<file path="src/rtl/pit_pkg.sv">
package pit_pkg;
  // Status word bit positions (shared with a wider timekeeping peripheral)
  localparam int unsigned CE_BIT = 15;
  localparam int unsigned IE_BIT = 14;
  localparam int unsigned EV_BIT = 13;
  // Word addresses
  localparam int unsigned ADDR_STATUS = 0;
  localparam int unsigned ADDR_PERIOD = 1;
endpackage

</file>
<file path="src/rtl/pit_regs.sv">
module pit_regs
  import pit_pkg::*;
#(
  parameter int unsigned ADDR_W   = 2,
  parameter int unsigned DATA_W   = 32,
  parameter int unsigned PERIOD_W = 16
) (
  input  logic                clk_i,
  input  logic                rst_i,
  input  logic                wr_en_i,
  input  logic                rd_en_i,
  input  logic [ADDR_W-1:0]   addr_i,
  input  logic [DATA_W-1:0]   wdata_i,
  input  logic                flag_i,
  output logic                cen_o,
  output logic                ien_o,
  output logic                ien_next_o,
  output logic [PERIOD_W-1:0] period_o,
  output logic                period_wr_o,
  output logic                clr_o,
  output logic [DATA_W-1:0]   rdata_o
);
  logic status_wr;
  logic cen_q, ien_q;
  logic [PERIOD_W-1:0] period_q;
  logic [DATA_W-1:0] rd_mux;

  assign status_wr   = wr_en_i && (addr_i == ADDR_W'(ADDR_STATUS));
  assign period_wr_o = wr_en_i && (addr_i == ADDR_W'(ADDR_PERIOD));
  assign clr_o       = status_wr && wdata_i[EV_BIT];
  assign ien_next_o  = status_wr ? wdata_i[IE_BIT] : ien_q;

  always_ff @(posedge clk_i) begin
    if (rst_i) begin
      cen_q    <= 1'b0;
      ien_q    <= 1'b0;
      period_q <= '0;
    end else begin
      if (status_wr) begin
        cen_q <= wdata_i[CE_BIT];
        ien_q <= wdata_i[IE_BIT];
      end
      if (period_wr_o) period_q <= wdata_i[PERIOD_W-1:0];
    end
  end

  always_comb begin
    rd_mux = '0;
    if (addr_i == ADDR_W'(ADDR_STATUS)) begin
      rd_mux[CE_BIT] = cen_q;
      rd_mux[IE_BIT] = ien_q;
      rd_mux[EV_BIT] = flag_i;
    end else if (addr_i == ADDR_W'(ADDR_PERIOD)) begin
      rd_mux[PERIOD_W-1:0] = period_q;
    end
  end

  always_ff @(posedge clk_i) begin
    if (rst_i) rdata_o <= '0;
    else if (rd_en_i) rdata_o <= rd_mux;
  end

  assign cen_o    = cen_q;
  assign ien_o    = ien_q;
  assign period_o = period_q;

  // a period write is visible in the stored period on the next cycle
  p_period_store_r2: assert property (@(posedge clk_i) disable iff (rst_i)
    period_wr_o |=> (period_q == $past(wdata_i[PERIOD_W-1:0])));
endmodule

</file>
<file path="src/rtl/pit_count.sv">
module pit_count #(
  parameter int unsigned PERIOD_W = 16
) (
  input  logic                clk_i,
  input  logic                rst_i,
  input  logic                tick_i,
  input  logic                cen_i,
  input  logic [PERIOD_W-1:0] period_i,
  input  logic                restart_i,
  output logic                hit_o
);
  logic [PERIOD_W-1:0] cnt_q;
  logic live, advance, at_end;

  assign live    = (period_i != '0);
  assign advance = tick_i && cen_i && live;
  assign at_end  = (cnt_q == period_i - PERIOD_W'(1));
  assign hit_o   = advance && at_end;

  always_ff @(posedge clk_i) begin
    if (rst_i)          cnt_q <= '0;
    else if (restart_i) cnt_q <= '0;
    else if (advance)   cnt_q <= at_end ? '0 : cnt_q + PERIOD_W'(1);
  end

  // count holds while counting is disabled
  p_hold_r4: assert property (@(posedge clk_i) disable iff (rst_i)
    (!cen_i && !restart_i) |=> $stable(cnt_q));
  // zero period never produces an event
  p_zero_period_r8: assert property (@(posedge clk_i) disable iff (rst_i)
    (period_i == '0) |-> !hit_o);
  // the count stays below a nonzero period
  p_bound_r3: assert property (@(posedge clk_i) disable iff (rst_i)
    (period_i != '0) |-> (cnt_q < period_i));
  // a period write sends the count back to zero
  p_restart_r7: assert property (@(posedge clk_i) disable iff (rst_i)
    restart_i |=> (cnt_q == '0));
endmodule

</file>
<file path="src/rtl/pit_event.sv">
module pit_event (
  input  logic clk_i,
  input  logic rst_i,
  input  logic hit_i,
  input  logic clr_i,
  input  logic ien_next_i,
  input  logic ien_i,
  output logic flag_o,
  output logic irq_o
);
  logic flag_next;

  // Set wins over a same-cycle clear
  assign flag_next = hit_i || (flag_o && !clr_i);

  always_ff @(posedge clk_i) begin
    if (rst_i) begin
      flag_o <= 1'b0;
      irq_o  <= 1'b0;
    end else begin
      flag_o <= flag_next;
      irq_o  <= flag_next && ien_next_i;
    end
  end

  // a terminal tick always leaves the flag set
  p_set_wins_r9: assert property (@(posedge clk_i) disable iff (rst_i)
    hit_i |=> flag_o);
  // a clear without a coincident tick drops the flag
  p_clear_r6: assert property (@(posedge clk_i) disable iff (rst_i)
    (clr_i && !hit_i) |=> !flag_o);
  // interrupt only with flag and enable
  p_irq_gate_r5: assert property (@(posedge clk_i) disable iff (rst_i)
    irq_o |-> (flag_o && ien_i));
  // flag and enable always raise the interrupt
  p_irq_follow_r5: assert property (@(posedge clk_i) disable iff (rst_i)
    (flag_o && ien_i) |-> irq_o);
endmodule

</file>
<file path="src/rtl/pit_ms_timer.sv">
module pit_ms_timer #(
  parameter int unsigned ADDR_W   = 2,
  parameter int unsigned DATA_W   = 32,
  parameter int unsigned PERIOD_W = 16
) (
  input  logic              clk_i,
  input  logic              rst_i,
  input  logic              tick_i,
  input  logic              wr_en_i,
  input  logic              rd_en_i,
  input  logic [ADDR_W-1:0] addr_i,
  input  logic [DATA_W-1:0] wdata_i,
  output logic [DATA_W-1:0] rdata_o,
  output logic              irq_o
);
  logic cen, ien, ien_next, period_wr, clr, hit, flag;
  logic [PERIOD_W-1:0] period;

  pit_regs #(.ADDR_W(ADDR_W), .DATA_W(DATA_W), .PERIOD_W(PERIOD_W)) u_regs (
    .clk_i(clk_i), .rst_i(rst_i), .wr_en_i(wr_en_i), .rd_en_i(rd_en_i),
    .addr_i(addr_i), .wdata_i(wdata_i), .flag_i(flag),
    .cen_o(cen), .ien_o(ien), .ien_next_o(ien_next), .period_o(period),
    .period_wr_o(period_wr), .clr_o(clr), .rdata_o(rdata_o)
  );

  pit_count #(.PERIOD_W(PERIOD_W)) u_count (
    .clk_i(clk_i), .rst_i(rst_i), .tick_i(tick_i), .cen_i(cen),
    .period_i(period), .restart_i(period_wr), .hit_o(hit)
  );

  pit_event u_event (
    .clk_i(clk_i), .rst_i(rst_i), .hit_i(hit), .clr_i(clr),
    .ien_next_i(ien_next), .ien_i(ien), .flag_o(flag), .irq_o(irq_o)
  );
endmodule

</file>
<file path="config.mk">
export PLATFORM = sky130hd
export DESIGN_NAME = pit_ms_timer
export DESIGN_NICKNAME = d
export VERILOG_FILES = /design/src/rtl/pit_pkg.sv /design/src/rtl/pit_regs.sv /design/src/rtl/pit_count.sv /design/src/rtl/pit_event.sv /design/src/rtl/pit_ms_timer.sv
export SDC_FILE = /design/constraint.sdc
export NUM_CORES = 1
export LEC_CHECK = 0
export BUFFER_PORTS_ARGS = -buffer_cell sky130_fd_sc_hd__clkbuf_2
export CAP_MARGIN = 20
export CORE_AREA = 2 2 74 104
export DETAILED_ROUTE_END_ITERATION = 8
export DIE_AREA = 0 0 76 106
export GPL_ROUTABILITY_DRIVEN = 0
export PLACE_DENSITY = 0.68
export SLEW_MARGIN = 20
export SYNTH_ARGS = -nofsm -noshare
export SYNTH_HDL_FRONTEND = slang
export SYNTH_SLANG_ARGS = --single-unit
</file>
<file path="constraint.sdc">
create_clock -name clk_i -period 5.2 [get_ports clk_i]
set_input_delay 0.52 -clock clk_i [delete_from_list [all_inputs] [get_ports clk_i]]
set_output_delay 0.52 -clock clk_i [all_outputs]
set_load 0.1 [all_outputs]
</file>
# Yosys cells after proc, flatten, opt, wreduce, memory -nomap -nowiden
# Cells that the tools add are included.
[classes]
n_addsub = 2
n_eq_ne = 2
mux = 5
n_reduce_logical = 13
[op_table]
columns = ["cell", "n"]
rows = [
  ["16-bit 2-to-1 mux", 2],
  ["16-bit by 1-bit adder with 16-bit output (second input constant)", 1],
  ["16-bit == test", 1],
  ["16-bit nonzero test", 1],
  ["16-bit by 1-bit subtractor with 16-bit output (second input constant)", 1],
  ["13-bit 2-to-1 mux", 1],
  ["1-bit logical AND", 8],
  ["3-bit 2-to-1 mux", 1],
  ["2-bit by 1-bit == test with 1-bit output (second input constant)", 1],
  ["2-bit logical NOT", 1],
  ["2-bit OR reduction", 1],
  ["1-bit logical NOT", 1],
  ["1-bit logical OR", 1],
  ["1-bit 2-to-1 mux", 1],
]
[totals]
ff_bits = 52
output_inout_bits = 33
word_cells = 29

# Logic depth before layout (Yosys ltp)
# Gate-level depths: netlist of run 1.
[depth]
depth_word = 7
depth_mapped = 10
ltp_nobuf = 8

# By module
# A second synthesis of run 1 with hierarchy kept.
[unflattened]
hier_cells = 307
area_unflattened_um2 = 2946.6
[modules_own_cells]
columns = ["module", "n_inst", "cells_per_inst", "area_per_inst_um2"]
rows = [
  ["pit_regs", 1, 138, 1517.7],
  ["pit_count", 1, 162, 1355.0],
  ["pit_event", 1, 7, 73.8],
]

# Worst setup path before layout of run 1
# OpenSTA, ideal clock, no wires.
[synth_timing]
kind = "register to register"
from = "reg u_regs.period_q[7] (netlist: u_regs.period_o[7])"
to = "reg u_count.cnt_q[10]"
setup_time_ns = 0.130
arrival_time_ns = 2.361
required_time_ns = 5.070
slack_ns = 2.709
path_stages_with_launch = 10
n_path_buf = 3
period_less_slack_ns = 2.491
path_cell_list = "dfxtp_1 -> or4_1 -> buf_2 -> or4_1 -> or3_1 -> a22oi_1 -> and4b_1 -> buf_6 -> buf_12 -> nor3_1"
[synth_via]
elab_chain_len = 3
word_cells_on_any_way = 5
classes_between = "add/sub: 1; eq/ne: 1; mux: 1; reduce/logical: 2"
[synth_rtl]
columns = ["element", "line_no", "text"]
rows = [
  ["start: declaration", "pit_regs.sv:25", "logic [PERIOD_W-1:0] period_q;"],
  ["start signal: assignment", "pit_regs.sv:43", "if (period_wr_o) period_q <= wdata_i[PERIOD_W-1:0];"],
  ["16-bit by 1-bit subtractor with 16-bit output", "pit_count.sv:17", "assign at_end = (cnt_q == period_i - PERIOD_W'(1));"],
  ["16-bit == test", "pit_count.sv:17", ""],
  ["16-bit 2-to-1 mux", "pit_count.sv:23", "else if (advance) cnt_q <= at_end ? '0 : cnt_q + PERIOD_W'(1);"],
  ["end signal: assignment", "pit_count.sv:23", ""],
  ["end: declaration", "pit_count.sv:12", "logic [PERIOD_W-1:0] cnt_q;"],
]
# Several ways; a longest one is shown, not always the timed one.
# A chain may end at the register's enable or synchronous reset.

# Worst setup path after layout of run 1
[layout_timing]
from = "reg u_regs.period_q[7] (netlist: u_regs.period_o[7])"
to = "reg u_count.cnt_q[5]"
# Same word-level chain as after synthesis.

==> metrics.md, run 1 <==
| Metric | Value |
|---|---|
| First-pass DRT Iterations | 4 |
| Clk buf depth | 2 |
| Sw Pwr | ~0.00024 W |
| Critical Path Max Stage Delay | 0.67 ns |
| Logic pwr share | approximately 17% |
| Rel. slew slack | between 30% and 40% |
| Leading area contributor after synthesis | dfxtp_1 |
| Hold Buf Count CTS | 0 |
| IO Pins | 72 |
| Period utilization | between 50% and 60% |
| Internal power | about 0.00054 W |
| CP required | 5.37 ns |
| R2r setup slk | approximately 2.3 ns |
| Final worst-path setup slack | approximately 2.3 ns |
| Register share of total power | 52.7% |
| Worst-case reg-to-reg path depth | 6 |
| Hold path start | wdata_i[2] |
| First-pass GRT wire length | between 10000 and 15000 microns |
| Top FF cell, synth | dfxtp_1 |
| Clock Power Share | between 30% and 40% |
| DRC Markers | 0 |
| Avg WL per Cell | approximately 13 microns |
| Share of layout cells above drive strength 1 | between 10 and 15% |
| Final setup viols | 0 |
| Sequential element share of the synthesized area | 37.7% |
| Crit path arrival time | slightly above 3 ns |
| Synthesis Warnings | 0 |
| Area of the die | approximately 8100 sq um |
| Slowest cell on crit path | and4b_1 |
| FMAX | between 0.3 and 0.4 GHz |
| Antenna viol nets, final | 0 |
| Pre-CTS WS | between 2 and 2.5 ns |
| Die height | between 100 and 150 microns |
| Nets@finish | slightly above 400 |
| Bufs and invs on worst path | 0 |
| Placed Instances | about 460 |
| Largest net degree at the start of global routing | 37 |
| Slew @ Worst Pin | between 0.9 and 1 ns |
| Initial antenna violation count | 0 |
| Worst Hold End | u_regs.period_o[2]$_SDFFE_PP0P_ |
| Synth area leaders | dfxtp_1 38%, xnor2_1 7.6%, a21oi_1 5.8% |
| Gr usage total | approximately 15% |
| Post-synthesis cell count | between 300 and 400 |
| Setup tns final | 0 ns |
| Fin. max-slew vios | 0 |
| Crit-path max FO | 18 |
| Reg2Reg Launch Point | u_regs.period_o[7]$_SDFFE_PP0P_ |
| Reg clk slew, reported paths | 0.09 ns |
| Core Area | 7180 sq um |
| CTS root buffer | clkbuf_8 |
| Maximum vdd drop | between 150 and 200 uV |
| Max-Cap Viols | 0 |
| Net Sw Frac | 30.6% |
| Final Non-Filler Cells | 465 |
| Final number of hold-violating endpoints | 0 |
| Cell area after synthesis | approximately 2800 sq um |
| CP Launch Type | flip-flop |
| Post-synth EDFFs | 0 |
| CTS HTree Levels | 2 |
| DR vias | 2311 |
| Synth top area share | 37.7% |
| Yosys reg bits | 52 |
| WS Path Type | flip-flop to flip-flop |
| CP cell instances | or4_1, or4_1, or3_1, a22oi_1, and4b_1, nor3_1 |
| Delay-heaviest family, CP | simple AND/OR/NAND/NOR gates |
| Post-synth ARST share | 0% |
| CTS tree | built |
| Routed WL | 5860 microns |
| Die Wd | 76 microns |
| Clock Sinks | 52 |
| Synthesis-to-layout area growth | 9.15% |
| RSZ-0062 raised after global routing | false |
| Pwr/cell area | roughly 260 nW/um^2 |
| Min-delay worst type | primary input to flip-flop |
| Worst-skew pair later-pin latency | between 0.3 and 0.4 ns |
| Vias in the first global route | between 2000 and 2500 |
| Worst hold stages | 3 |
| Leakage | ~1.2 nW |
| Resized cells post-CTS | 0 |
| Grt total ovfl | 0 |
| Worst r2r dst | u_count.cnt_q[5]$_SDFFE_PP0P_ |
| CTS buffer count | 5 |
| Post-CTS Setup Inserts | 0 |
| Initial Util | between 30% and 40% |
| Initial DRC count | 48 |
| Clock Skews | 0.00611 ns |
| Port Buf Inserts | 39 |
| Top-count cell post-synth | dfxtp_1 |
| Final Critical Period | 2.93 ns |
| Placed wire-length estimate | 4410 microns |
| Antenna diodes | 0 |
| Status | finished clean |
| Cell variety after synth | 45 |
| DR vias/cell | roughly 5 |
| CP Capture Type | flip-flop |
| Synthesized area per cell | between 8 and 9 sq um |
| Synth cell count leaders | 52 x dfxtp_1, 41 x nand2_1, 32 x a21oi_1, 25 x nor2_1 |
| Std cell rows | 37 |
| Cell repeated most along the worst path | or4_1 |
[cell type report]
cell class / instances / area [sq um]
multi-input cells: 260 / 1530
clock inverters: 2 / 10.0
repair buffers: 40 / 203
clock buffers: 6 / 82.6
inverters: 8 / 30.0
fillers: 753 / 4160
well taps: 97 / 121
flip-flops and latches: 52 / 1040
[registers in the layout, indices dropped and copies added (netlist names)]
name / count
u_regs.rdata_o: 16
u_event.flag_o: 1
u_regs.cen_o: 1
u_event.irq_o: 1
u_regs.ien_o: 1
u_regs.period_o: 16
u_count.cnt_q: 16
[per-layer routing]
layer,track usage [%],up-vias,part of all wire (%)
met4,7.92,0,3.0
met5,0,-,0
met3,2.55,12,3.8
li1,-,1172,-
met1,16.8,1071,41
met2,28.1,56,52
[cells in the final DEF (no fill, tap or decap), types with 2 or more instances in the layout]
cell type	instances
nand3_1	5
inv_1	8
or4_1	3
nand4b_1	2
nor3b_1	3
and3b_1	3
a21oi_1	32
o22ai_1	2
nand2_1	41
nor2_1	25
dfxtp_1	52
nor4_1	8
o21ai_0	4
ha_1	2
xor2_1	8
nor3_1	24
nand2b_1	5
conb_1	16
and3_1	3
clkbuf_8	6
xnor2_1	24
nor2b_1	17
or3_1	6
mux2i_1	11
clkinv_2	2
clkbuf_2	39
[cell families (layout without fill, tap and decap cells)]
logic type / after synthesis / count (layout) / synth area share [%]
muxes: 11 / 11 / 3.99
other: 1 / 16 / 0.136
xor gates and xnor gates: 32 / 32 / 10.1
adders and majority gates: 2 / 2 / 0.906
DFF: 52 / 52 / 37.7
AOI/OAI and AO/OA: 48 / 48 / 10.1
and+or+nand+nor: 151 / 151 / 28.0
buffers and inverters: 44 / 56 / 9.06
[metrics by stage]
stage | util (%) | hold WS (ns) | instance area, sq um | power, W
floorplan | - | 0.459 | 2820 | 0.000538
global route | 42.0 | 0.410 | 3020 | 0.000811
finish | 42.0 | 0.414 | 3020 | 0.000780
global placement | 40.7 | 0.477 | 2920 | 0.000549
CTS | 42.0 | 0.407 | 3020 | 0.000786
detailed placement | 40.7 | 0.490 | 2920 | 0.000551
[power groups by stage]
stage	Sequential, W	Combinational [W]	Clock (W)
floorplan	0.000421	0.000117	0
global placement	0.000420	0.000128	0
detailed placement	0.000421	0.000130	0
CTS	0.000411	0.000131	0.000244
global route	0.000412	0.000140	0.000258
finish	0.000411	0.000130	0.000238
[tightest hold or removal path: cells and delay by family]
family	cells	cell delay (ns)
AO/OA/AOI/OAI	1	0.05
AND/OR/NAND/NOR	1	0.04
buffers and inverters	1	0.08
[how the worst max path moves through the flow]
stage / end / slack, ns / cells after the start / from
2_1_floorplan: u_count.cnt_q[10]$_SDFFE_PP0P_ / 2.71 / 9 / u_regs.period_o[7]$_SDFFE_PP0P_
3_3_place_gp: u_count.cnt_q[5]$_SDFFE_PP0P_ / 2.26 / 6 / u_regs.period_o[7]$_SDFFE_PP0P_
3_5_place_dp: u_count.cnt_q[14]$_SDFFE_PP0P_ / 2.24 / 6 / u_regs.period_o[7]$_SDFFE_PP0P_
4_1_cts: u_count.cnt_q[14]$_SDFFE_PP0P_ / 2.24 / 6 / u_regs.period_o[7]$_SDFFE_PP0P_
5_1_grt: u_count.cnt_q[4]$_SDFFE_PP0P_ / 2.04 / 6 / u_regs.period_o[3]$_SDFFE_PP0P_
6_report: u_count.cnt_q[5]$_SDFFE_PP0P_ / 2.27 / 6 / u_regs.period_o[7]$_SDFFE_PP0P_
Note: power is estimated with default switching activity, not from simulation.
==> inputs of run 2 (changes only) <==
Settings changed: PLACE_DENSITY 0.68 to 0.7.
Clock period 5.2 ns to 2.4 ns, I/O delays scaled along.
==> run 2 against run 1 <==
  * The flow now finishes with violations (setup timing)
  * Sequential cell count stayed put
  * Power is 140% higher
  * Cell count is 3.9% higher
  * Sequential share of layout area is 2.2 points lower
  * Global-route usage is 0.15 points higher
  * Final area is 7.0% higher
  * Largest cell class unchanged
==> metrics.md, run 2 (same netlist as run 1, synthesis figures left out) <==
| Metric | Value |
|---|---|
| Status | complete, but fails checks |
| Failing checks | setup timing |
| Crit-path max FO | 8 |
| Core Area | 7180 sq um |
| Placed wire-length estimate | 4800 microns |
| Area of the die | about 8000 sq um |
| CP required | between 2 and 3 ns |
| Clock Sinks | between 50 and 60 |
| Max-Cap Viols | 0 |
| Share of layout cells above drive strength 1 | approximately 20% |
| Avg WL per Cell | ~13 microns |
| Routed WL | 6340 microns |
| Final worst-path setup slack | -0.0423 ns |
| CTS root buffer | clkbuf_8 |
| CTS HTree Levels | 2 |
| IO Pins | between 70 and 80 |
| Pre-CTS WS | roughly 0.0073 ns |
| FMAX | between 0.4 and 0.5 GHz |
| Final setup viols | 14 |
| Finished Cell Area | about 3200 sq um |
| Initial Util | 38.5% |
| First-pass DRT Iterations | 5 |
| Final Non-Filler Cells | roughly 480 |
| WS Path Type | flip-flop to flip-flop |
| Period utilization | 102% |
| CTS tree | built |
| Clk buf depth | 2 |
| Vias in the first global route | 2268 |
| Initial antenna violation count | 0 |
| CP Launch Type | flip-flop |
| Hold Buf Count CTS | 0 |
| Antenna diodes | 0 |
| Die height | about 110 microns |
| First-pass GRT wire length | ~10000 microns |
| CTS buffer count | 5 |
| Slew @ Worst Pin | 0.616 ns |
| Clock Skews | just under 0.01 ns |
| WHS | roughly 0.15 ns |
| Crit path arrival time | roughly 2.6 ns |
| Gr usage total | between 10% and 20% |
| Initial DRC count | between 90 and 100 |
| Die Wd | between 70 and 80 microns |
| Placed Instances | 474 |
| Min-delay worst type | primary input to flip-flop |
| Reg clk slew, reported paths | approximately 0.09 ns |
| DRC Markers | 0 |
| Fin. max-slew vios | 0 |
| Final Critical Period | roughly 2.4 ns |
| Largest net degree at the start of global routing | 36 |
| Rel. slew slack | between 50% and 60% |
| Worst-skew pair later-pin latency | 0.30 ns |
| RSZ-0062 raised after global routing | true |
| Synthesis-to-layout area growth | 16.8% |
| Placed Area | approximately 3000 sq um |
| DR vias | 2435 |
| Commonest non-fill, non-tap cell in the layout | dfxtp_1 |
| Pwr/cell area | about 570 nW/um^2 |
| Maximum vdd drop | ~410 uV |
| Std cell rows | 37 |
| Final number of hold-violating endpoints | 0 |
| DR vias/cell | between 5 and 6 |
| Antenna viol nets, final | 0 |
| Leakage | ~1.3 nW |
| Fillers | 710 |
| Grt total ovfl | 0 |
| Port Buf Inserts | 39 |
| Final core utilization | between 40% and 50% |
| Nets@finish | 426 |
| CP Capture Type | flip-flop |
| Most frequent cells in the layout | 51 x dfxtp_1, 41 x nand2_1, 39 x clkbuf_2, 32 x a21oi_1, 25 x nor2_1 |
[run 2: final cells by class]
type,instances,area [sq um],share of cell area (%)
clock buffers,7,96.3,2.99
repair buffers,58,349,10.8
well taps,97,121,3.76
clock inverters,1,30.0,0.931
flip-flops and latches,52,1040,32.3
multi-input cells,260,1560,48.3
inverters,8,30.0,0.931
[run 2: path summary, 6_finish.rpt]
check | start | to | slack (ns) | depth (start not counted)
worst max register to register | u_regs.period_o[7]$_SDFFE_PP0P_ | u_count.cnt_q[7]$_SDFFE_PP0P_ | -0.04 | 7
worst max-delay path | u_regs.period_o[7]$_SDFFE_PP0P_ | u_count.cnt_q[7]$_SDFFE_PP0P_ | -0.04 | 7
worst min register to register | u_regs.rdata_o[14]$_SDFFE_PP0P_ | u_regs.rdata_o[14]$_SDFFE_PP0P_ | 0.51 | 2
worst min-delay path | wdata_i[7] | u_regs.period_o[7]$_SDFFE_PP0P_ | 0.15 | 3
[run 2: layer usage]
metal	up-vias	routed length (microns)	GRT usage [%]
met5	-	0	0
met4	0	185	7.92
met3	13	252	2.72
met2	74	3340	29.4
met1	1136	2560	16.0
li1	1212	-	-
[run 2: critical path, stage by stage (launching register included)]
cell     delay [ns]
dfxtp_2        0.33
or4_4          0.53
or4_4          0.42
or3_1          0.33
a22oi_2        0.15
and4b_2        0.32
buf_6          0.15
nor3_1         0.06
[run 2: where the power goes]
part	internal (W)	total (W)	switching, W
Sequential	0.000874	0.000887	0.0000134
Clock	0.000368	0.000643	0.000275
Combinational	0.0000903	0.000319	0.000229
[run 2: timing repair]
| item | 4_1_cts | 5_1_grt |
|---|---|---|
| pin swaps | 0 | 2 |
| endpoints found under the setup margin | 10 | 18 |
| resized for setup | 1 | 12 |
| gates cloned | 0 | 1 |
| setup buffers | 0 | 0 |
[run 2: through the flow]
step                      setup TNS (ns)  total power, W
after CTS                              0         0.00185
after floorplan                   -0.280         0.00117
after detailed placement               0         0.00121
after global placement                 0         0.00121
after global routing               -1.14         0.00192
final                             -0.272         0.00185
